--- src/rtl/drfe_pkg.sv ---
package drfe_pkg;

    typedef enum logic [2:0] {
        G_IDLE,
        G_CSR,
        G_CHR,
        G_HOLD,
        G_PRE
    } gen_st_t;

    typedef enum logic [1:0] {
        I_PAUSE,
        I_WARM,
        I_RUN
    } init_st_t;

    typedef struct packed {
        logic ras_n;
        logic cas_n;
    } strobe_t;

    // Bits needed to hold values 0 .. n-1
    function automatic int cnt_w(input int n);
        return (n < 2) ? 1 : $clog2(n);
    endfunction

    function automatic int max4(input int a, input int b, input int c, input int d);
        int m;
        m = a;
        if (b > m) m = b;
        if (c > m) m = c;
        if (d > m) m = d;
        return m;
    endfunction

endpackage

--- src/rtl/drfe_interval.sv ---
module drfe_interval #(
    parameter int INTERVAL = 1560
) (
    input  logic clk,
    input  logic rst,
    input  logic en,
    output logic tick
);
    import drfe_pkg::*;

    localparam int TW = cnt_w(INTERVAL);
    localparam logic [TW-1:0] LAST = TW'(INTERVAL - 1);

    logic [TW-1:0] cnt_q;

    always_ff @(posedge clk) begin
        if (rst || !en)       cnt_q <= '0;
        else if (cnt_q == LAST) cnt_q <= '0;
        else                  cnt_q <= cnt_q + 1'b1;
    end

    assign tick = en && (cnt_q == LAST);
endmodule

--- src/rtl/drfe_backlog.sv ---
module drfe_backlog #(
    parameter int BACKLOG_MAX = 4,
    localparam int PW = drfe_pkg::cnt_w(BACKLOG_MAX + 1)
) (
    input  logic          clk,
    input  logic          rst,
    input  logic          inc,
    input  logic          dec,
    output logic [PW-1:0] pend,
    output logic          pend_nz
);
    localparam logic [PW-1:0] FULL = PW'(BACKLOG_MAX);

    logic [PW-1:0] pend_q;

    always_ff @(posedge clk) begin
        if (rst) begin
            pend_q <= '0;
        end else begin
            unique case ({inc, dec})
                2'b10:   if (pend_q != FULL) pend_q <= pend_q + 1'b1;
                2'b01:   if (pend_q != '0)   pend_q <= pend_q - 1'b1;
                default: pend_q <= pend_q;
            endcase
        end
    end

    assign pend    = pend_q;
    assign pend_nz = (pend_q != '0);
endmodule

--- src/rtl/drfe_cbr_gen.sv ---
module drfe_cbr_gen #(
    parameter int CSR_CYC = 1,
    parameter int CHR_CYC = 1,
    parameter int RAS_CYC = 5,
    parameter int PRE_CYC = 4
) (
    input  logic              clk,
    input  logic              rst,
    input  logic              start,
    output drfe_pkg::strobe_t strb,
    output logic              busy,
    output logic              done
);
    import drfe_pkg::*;

    // The row strobe stays low for CHR_CYC + HOLD_CYC = RAS_CYC cycles.
    localparam int HOLD_CYC = RAS_CYC - CHR_CYC;
    localparam int PW = cnt_w(max4(CSR_CYC, CHR_CYC, HOLD_CYC, PRE_CYC));
    localparam logic [PW-1:0] L_CSR  = PW'(CSR_CYC - 1);
    localparam logic [PW-1:0] L_CHR  = PW'(CHR_CYC - 1);
    localparam logic [PW-1:0] L_HOLD = PW'(HOLD_CYC - 1);
    localparam logic [PW-1:0] L_PRE  = PW'(PRE_CYC - 1);

    gen_st_t       st_q, st_d;
    logic [PW-1:0] ph_q;
    logic [PW-1:0] last;
    logic          ph_end;

    always_comb begin
        unique case (st_q)
            G_CSR:   last = L_CSR;
            G_CHR:   last = L_CHR;
            G_HOLD:  last = L_HOLD;
            G_PRE:   last = L_PRE;
            default: last = '0;
        endcase
    end

    assign ph_end = (ph_q == last);

    always_comb begin
        st_d = st_q;
        unique case (st_q)
            G_IDLE:  if (start)  st_d = G_CSR;
            G_CSR:   if (ph_end) st_d = G_CHR;
            G_CHR:   if (ph_end) st_d = G_HOLD;
            G_HOLD:  if (ph_end) st_d = G_PRE;
            G_PRE:   if (ph_end) st_d = G_IDLE;
            default: st_d = G_IDLE;
        endcase
    end

    always_ff @(posedge clk) begin
        if (rst) begin
            st_q <= G_IDLE;
            ph_q <= '0;
        end else begin
            st_q <= st_d;
            ph_q <= (st_d != st_q) ? '0 : ph_q + 1'b1;
        end
    end

    assign strb.cas_n = !(st_q == G_CSR || st_q == G_CHR);
    assign strb.ras_n = !(st_q == G_CHR || st_q == G_HOLD);
    assign busy       = (st_q != G_IDLE);
    assign done       = (st_q == G_PRE) && ph_end;
endmodule

--- src/rtl/dram_refresh_engine.sv ---
module dram_refresh_engine #(
    parameter int INIT_CYC    = 20000,
    parameter int WARMUP      = 8,
    parameter int INTERVAL    = 1560,
    parameter int BACKLOG_MAX = 4,
    parameter int CSR_CYC     = 1,
    parameter int CHR_CYC     = 1,
    parameter int RAS_CYC     = 5,
    parameter int PRE_CYC     = 4
) (
    input  logic clk,
    input  logic rst,
    input  logic seq_idle,
    input  logic ref_gnt,
    output logic ref_req,
    output logic ref_busy,
    output logic mem_ready,
    output logic ras_n,
    output logic cas_n,
    output logic we_n
);
    import drfe_pkg::*;

    localparam int IW = cnt_w(INIT_CYC);
    localparam int WW = cnt_w(WARMUP + 1);
    localparam int PEND_W = cnt_w(BACKLOG_MAX + 1);
    localparam logic [IW-1:0] INIT_LAST = IW'(INIT_CYC - 1);
    localparam logic [WW-1:0] WARM_LAST = WW'(WARMUP - 1);

    init_st_t      ist_q;
    logic [IW-1:0] pause_q;
    logic [WW-1:0] warm_q;

    logic          gen_busy, gen_done, start, tick, pend_nz;
    logic [PEND_W-1:0] pend_cnt;
    strobe_t       strb;

    // Warm-up cycles need no grant: no access can run before ready.
    assign start = !gen_busy &&
                   ((ist_q == I_WARM) ||
                    (ist_q == I_RUN && pend_nz && ref_gnt && seq_idle));

    always_ff @(posedge clk) begin
        if (rst) begin
            ist_q   <= I_PAUSE;
            pause_q <= '0;
            warm_q  <= '0;
        end else begin
            unique case (ist_q)
                I_PAUSE: begin
                    if (pause_q == INIT_LAST) ist_q <= I_WARM;
                    else                      pause_q <= pause_q + 1'b1;
                end
                I_WARM: begin
                    if (gen_done) begin
                        warm_q <= warm_q + 1'b1;
                        if (warm_q == WARM_LAST) ist_q <= I_RUN;
                    end
                end
                default: ist_q <= I_RUN;
            endcase
        end
    end

    drfe_interval #(.INTERVAL(INTERVAL)) u_interval (
        .clk  (clk),
        .rst  (rst),
        .en   (ist_q == I_RUN),
        .tick (tick)
    );

    drfe_backlog #(.BACKLOG_MAX(BACKLOG_MAX)) u_backlog (
        .clk     (clk),
        .rst     (rst),
        .inc     (tick),
        .dec     (start && ist_q == I_RUN),
        .pend    (pend_cnt),
        .pend_nz (pend_nz)
    );

    drfe_cbr_gen #(
        .CSR_CYC (CSR_CYC),
        .CHR_CYC (CHR_CYC),
        .RAS_CYC (RAS_CYC),
        .PRE_CYC (PRE_CYC)
    ) u_gen (
        .clk   (clk),
        .rst   (rst),
        .start (start),
        .strb  (strb),
        .busy  (gen_busy),
        .done  (gen_done)
    );

    assign ref_req   = (ist_q == I_RUN) && pend_nz;
    assign ref_busy  = gen_busy;
    assign mem_ready = (ist_q == I_RUN);
    assign ras_n     = strb.ras_n;
    assign cas_n     = strb.cas_n;
    assign we_n      = 1'b1;
endmodule

--- config.mk ---
export PLATFORM = sky130hd
export DESIGN_NAME = dram_refresh_engine
export DESIGN_NICKNAME = d
export VERILOG_FILES = /design/src/rtl/drfe_pkg.sv /design/src/rtl/drfe_interval.sv /design/src/rtl/drfe_backlog.sv /design/src/rtl/drfe_cbr_gen.sv /design/src/rtl/dram_refresh_engine.sv
export SDC_FILE = /design/constraint.sdc
export NUM_CORES = 1
export LEC_CHECK = 0
export CORE_MARGIN = 1.5
export CORE_UTILIZATION = 60
export CTS_CLUSTER_DIAMETER = 120
export DETAILED_ROUTE_END_ITERATION = 6
export PLACE_DENSITY_LB_ADDON = 0.3
export SLEW_MARGIN = 20
export SYNTH_ARGS = -nofsm -noshare
export SYNTH_HDL_FRONTEND = slang
export SYNTH_SLANG_ARGS = --single-unit
--- constraint.sdc ---
create_clock -name clk -period 4.4 [get_ports clk]
set_clock_uncertainty 0.15 [all_clocks]
set_input_delay 0.88 -clock clk [delete_from_list [all_inputs] [get_ports clk]]
set_output_delay 0.88 -clock clk [all_outputs]
set_load 0.05 [all_outputs]
==> flow_metrics.tcl <==
set metrics [dict create \
    row_count 21 \
    critPathLaunchType "flip-flop" \
    finalCritPeriodShare_pct 70.0 \
    hold_class "reg -> reg" \
    critPathSlowestCell "clkdlybuf4s50_1" \
    met3_usage_pct 6.30 \
    cp.required_ns 3.37 \
    clockRootBuffer "clkbuf_4" \
    drt-pass1-iter-count 4 \
    drtIter0Drc 159 \
    viasPerCell 5.47 \
    grt_use_met1_pct 26.3 \
    max_freq_ghz 0.325 \
    synth_most_common_cell "nor2_1" \
    ys_top_cells_by_area "dfxtp_1, xnor2_1, nor2_1" \
    diodes 0 \
    whs_ns 0.335 \
    worstMarginPinSlew_ns 0.822 \
    muxShareOfSynthArea_pct 2.99 \
    cts_sinks 40 \
    tritoncts "built" \
    ys_dominant_reg_cell "dfxtp_1" \
    crit_path_end_kind "output pin" \
    yosysWarnings 0 \
    synth_cell_types 52 \
    syn_to_final_growth_pct 8.25 \
    synth-simple-area-share_pct 28.3 \
    routabilityCongestion 0.783 \
    hold_depth 1 \
    synth_top_area_share_pct 39.1 \
    finalInstanceArea_sq_mm 0.00222 \
    postCtsSetupBuffers 0 \
    rsz0062_at_grt "false" \
    ir_worst_vdd_v 0.000178 \
    maxSlewHeadroom_pct 45.0 \
    cts.repair.resized 0 \
    layout.nets 256 \
    clk_pin_slew_ns 0.12 \
    slowest_delay_ns 0.71 \
    synth_nets 248 \
    numCtsBuffers 5 \
    wl_per_cell_um 11.7 \
    synth_compound_area_share_pct 11.9 \
    synth_top_family_by_area "simple AND/OR/NAND/NOR gates" \
    clk_latency_ns 0.35 \
    grt_overflow 0 \
    path_cells "or2_2 -> nor2_1 -> inv_1 -> clkdlybuf4s50_1" \
    io_pins 10 \
    outcome "complete, no violations" \
    clockBufferDepth 2 \
    syn_area_sq_mm 0.00205 \
    dp_hpwl_mm 2.53 \
    drc 0 \
    synth_edf_count 0 \
    drv_slew 0 \
    dpl_cell_area_sq_mm 0.00216 \
    hold_viol 0 \
    min_period_ns 3.08 \
    synthArstFlopShare_pct 0 \
    portBuffers 8 \
    grtUsageMet2_pct 34.0 \
    synthXorXnorAreaFrac_pct 10.3 \
    grt_max_degree 23 \
    grt_usage_pct 20.7 \
    drt_wl_total_mm 3.46 \
    layout-drive-gt1-share_pct 6.02 \
    fp.dieH_um 61.4 \
    synthCells 240 \
    grt_busiest_layer "met2" \
    setup_violations 0 \
    r2r_setup_slack_ns 1.72 \
    synthTopCellsByCount "nor2_1, dfxtp_1, xnor2_1" \
    start_util_pct 61.9 \
    finalSetupTns_ns 0 \
    ant_nets 0 \
    p_per_area_mw_per_mm2 265 \
    dieArea_sq_mm 0.00377 \
    maxCapViolCount 0 \
    yosysSeqAreaShare_pct 39.1 \
    coreArea_sq_mm 0.00331 \
    reg2regPathDepth 10 \
    antenna_found_initial 0 \
    grt_pass1_vias 1412 \
    p_leak_nw 0.802 \
    synth_fa_ha_area_share_pct 3.30 \
    die_w_um 61.4 \
    yosysTopAreaCell "dfxtp_1" \
    grt_pass1_wl_mm 5.81 \
    crit_fanout 10 \
    worstPathArrival_ns 2.05 \
    htree_levels 2 \
    fillers 296 \
    ys_ff_latch 40 \
    path_class "reg -> out" \
    syn_avg_cell_area_sq_um 8.53 \
    via_count 1614 \
    hold_buffers 0 \
]
-- metal layers --
metal	up-vias	share of wire, %
li1	854	-
met1	739	50
met2	15	46
met3	6	2.4
met4	0	1.6
met5	-	0
-- cell usage in the layout, fill, tap and decap left out, types with 7 or more instances in the layout --
master	count
nand3_1	10
clkdlybuf4s50_1	8
a21oi_1	7
inv_1	12
xnor2_1	18
nor3_1	12
and3_1	7
nor2_1	41
nand2_1	14
dfxtp_1	40
-- path summary, 6_finish.rpt --
path / end / startpoint
worst max-delay path: ref_busy / u_gen.st_q[0]
worst min-delay path: u_interval.cnt_q[0] / u_interval.cnt_q[0]
worst max register to register: u_backlog.pend[2] / ist_q[0]
worst min register to register: u_interval.cnt_q[0] / u_interval.cnt_q[0]
-- registers in the layout, summed over array words and instances (netlist names) --
name              count
ist_q                 2
pause_q              15
u_backlog.pend        3
u_gen.ph_q            2
u_gen.st_q            3
u_interval.cnt_q     11
warm_q                4
-- per-stage QoR --
| step | cells | util, % | setup WS (ns) | total power [mW] |
|---|---|---|---|---|
| after global routing | 295 | 67.0 | 1.21 | 0.613 |
| after floorplan | 240 | - | 1.65 | 0.398 |
| after global placement | 287 | 65.2 | 1.26 | 0.405 |
| final | 295 | 67.0 | 1.32 | 0.588 |
| after detailed placement | 287 | 65.2 | 1.19 | 0.405 |
| after CTS | 295 | 67.0 | 1.31 | 0.595 |
-- where the power goes --
| part | switching [mW] | leakage, nW | internal [mW] | total (mW) |
|---|---|---|---|---|
| Clock | 0.112 | 0.0326 | 0.0790 | 0.191 |
| Sequential | 0.00455 | 0.323 | 0.366 | 0.371 |
| Combinational | 0.0155 | 0.447 | 0.0108 | 0.0263 |
| Total | 0.132 | 0.802 | 0.456 | 0.588 |
-- area by class of cell --
| cell class | count | area, sq um | area share [%] |
|---|---|---|---|
| inverters | 12 | 45.0 | 2.03 |
| well taps | 46 | 57.6 | 2.60 |
| flip-flops and latches | 40 | 801 | 36.1 |
| multi-input cells | 180 | 1170 | 52.7 |
| clock buffers | 8 | 58.8 | 2.65 |
| repair buffers | 9 | 87.6 | 3.95 |
-- critical path, delay by kind of cell, from the launching register on --
| family | cells | cell delay (ns) |
|---|---|---|
| buffers and inverters | 2 | 0.80 |
| DFF | 1 | 0.41 |
| and+or+nand+nor | 2 | 0.50 |
-- logic make-up (layout without fill, tap and decap cells) --
group | count (synthesis) | in the layout
AOI/OAI and AO/OA | 30 | 30
xor gates and xnor gates | 24 | 24
adders and majority gates | 5 | 5
buffers and inverters | 20 | 29
DFF | 40 | 40
muxes | 6 | 6
other | 1 | 1
and+or+nand+nor | 114 | 114
(Power assumes the default switching activity.)
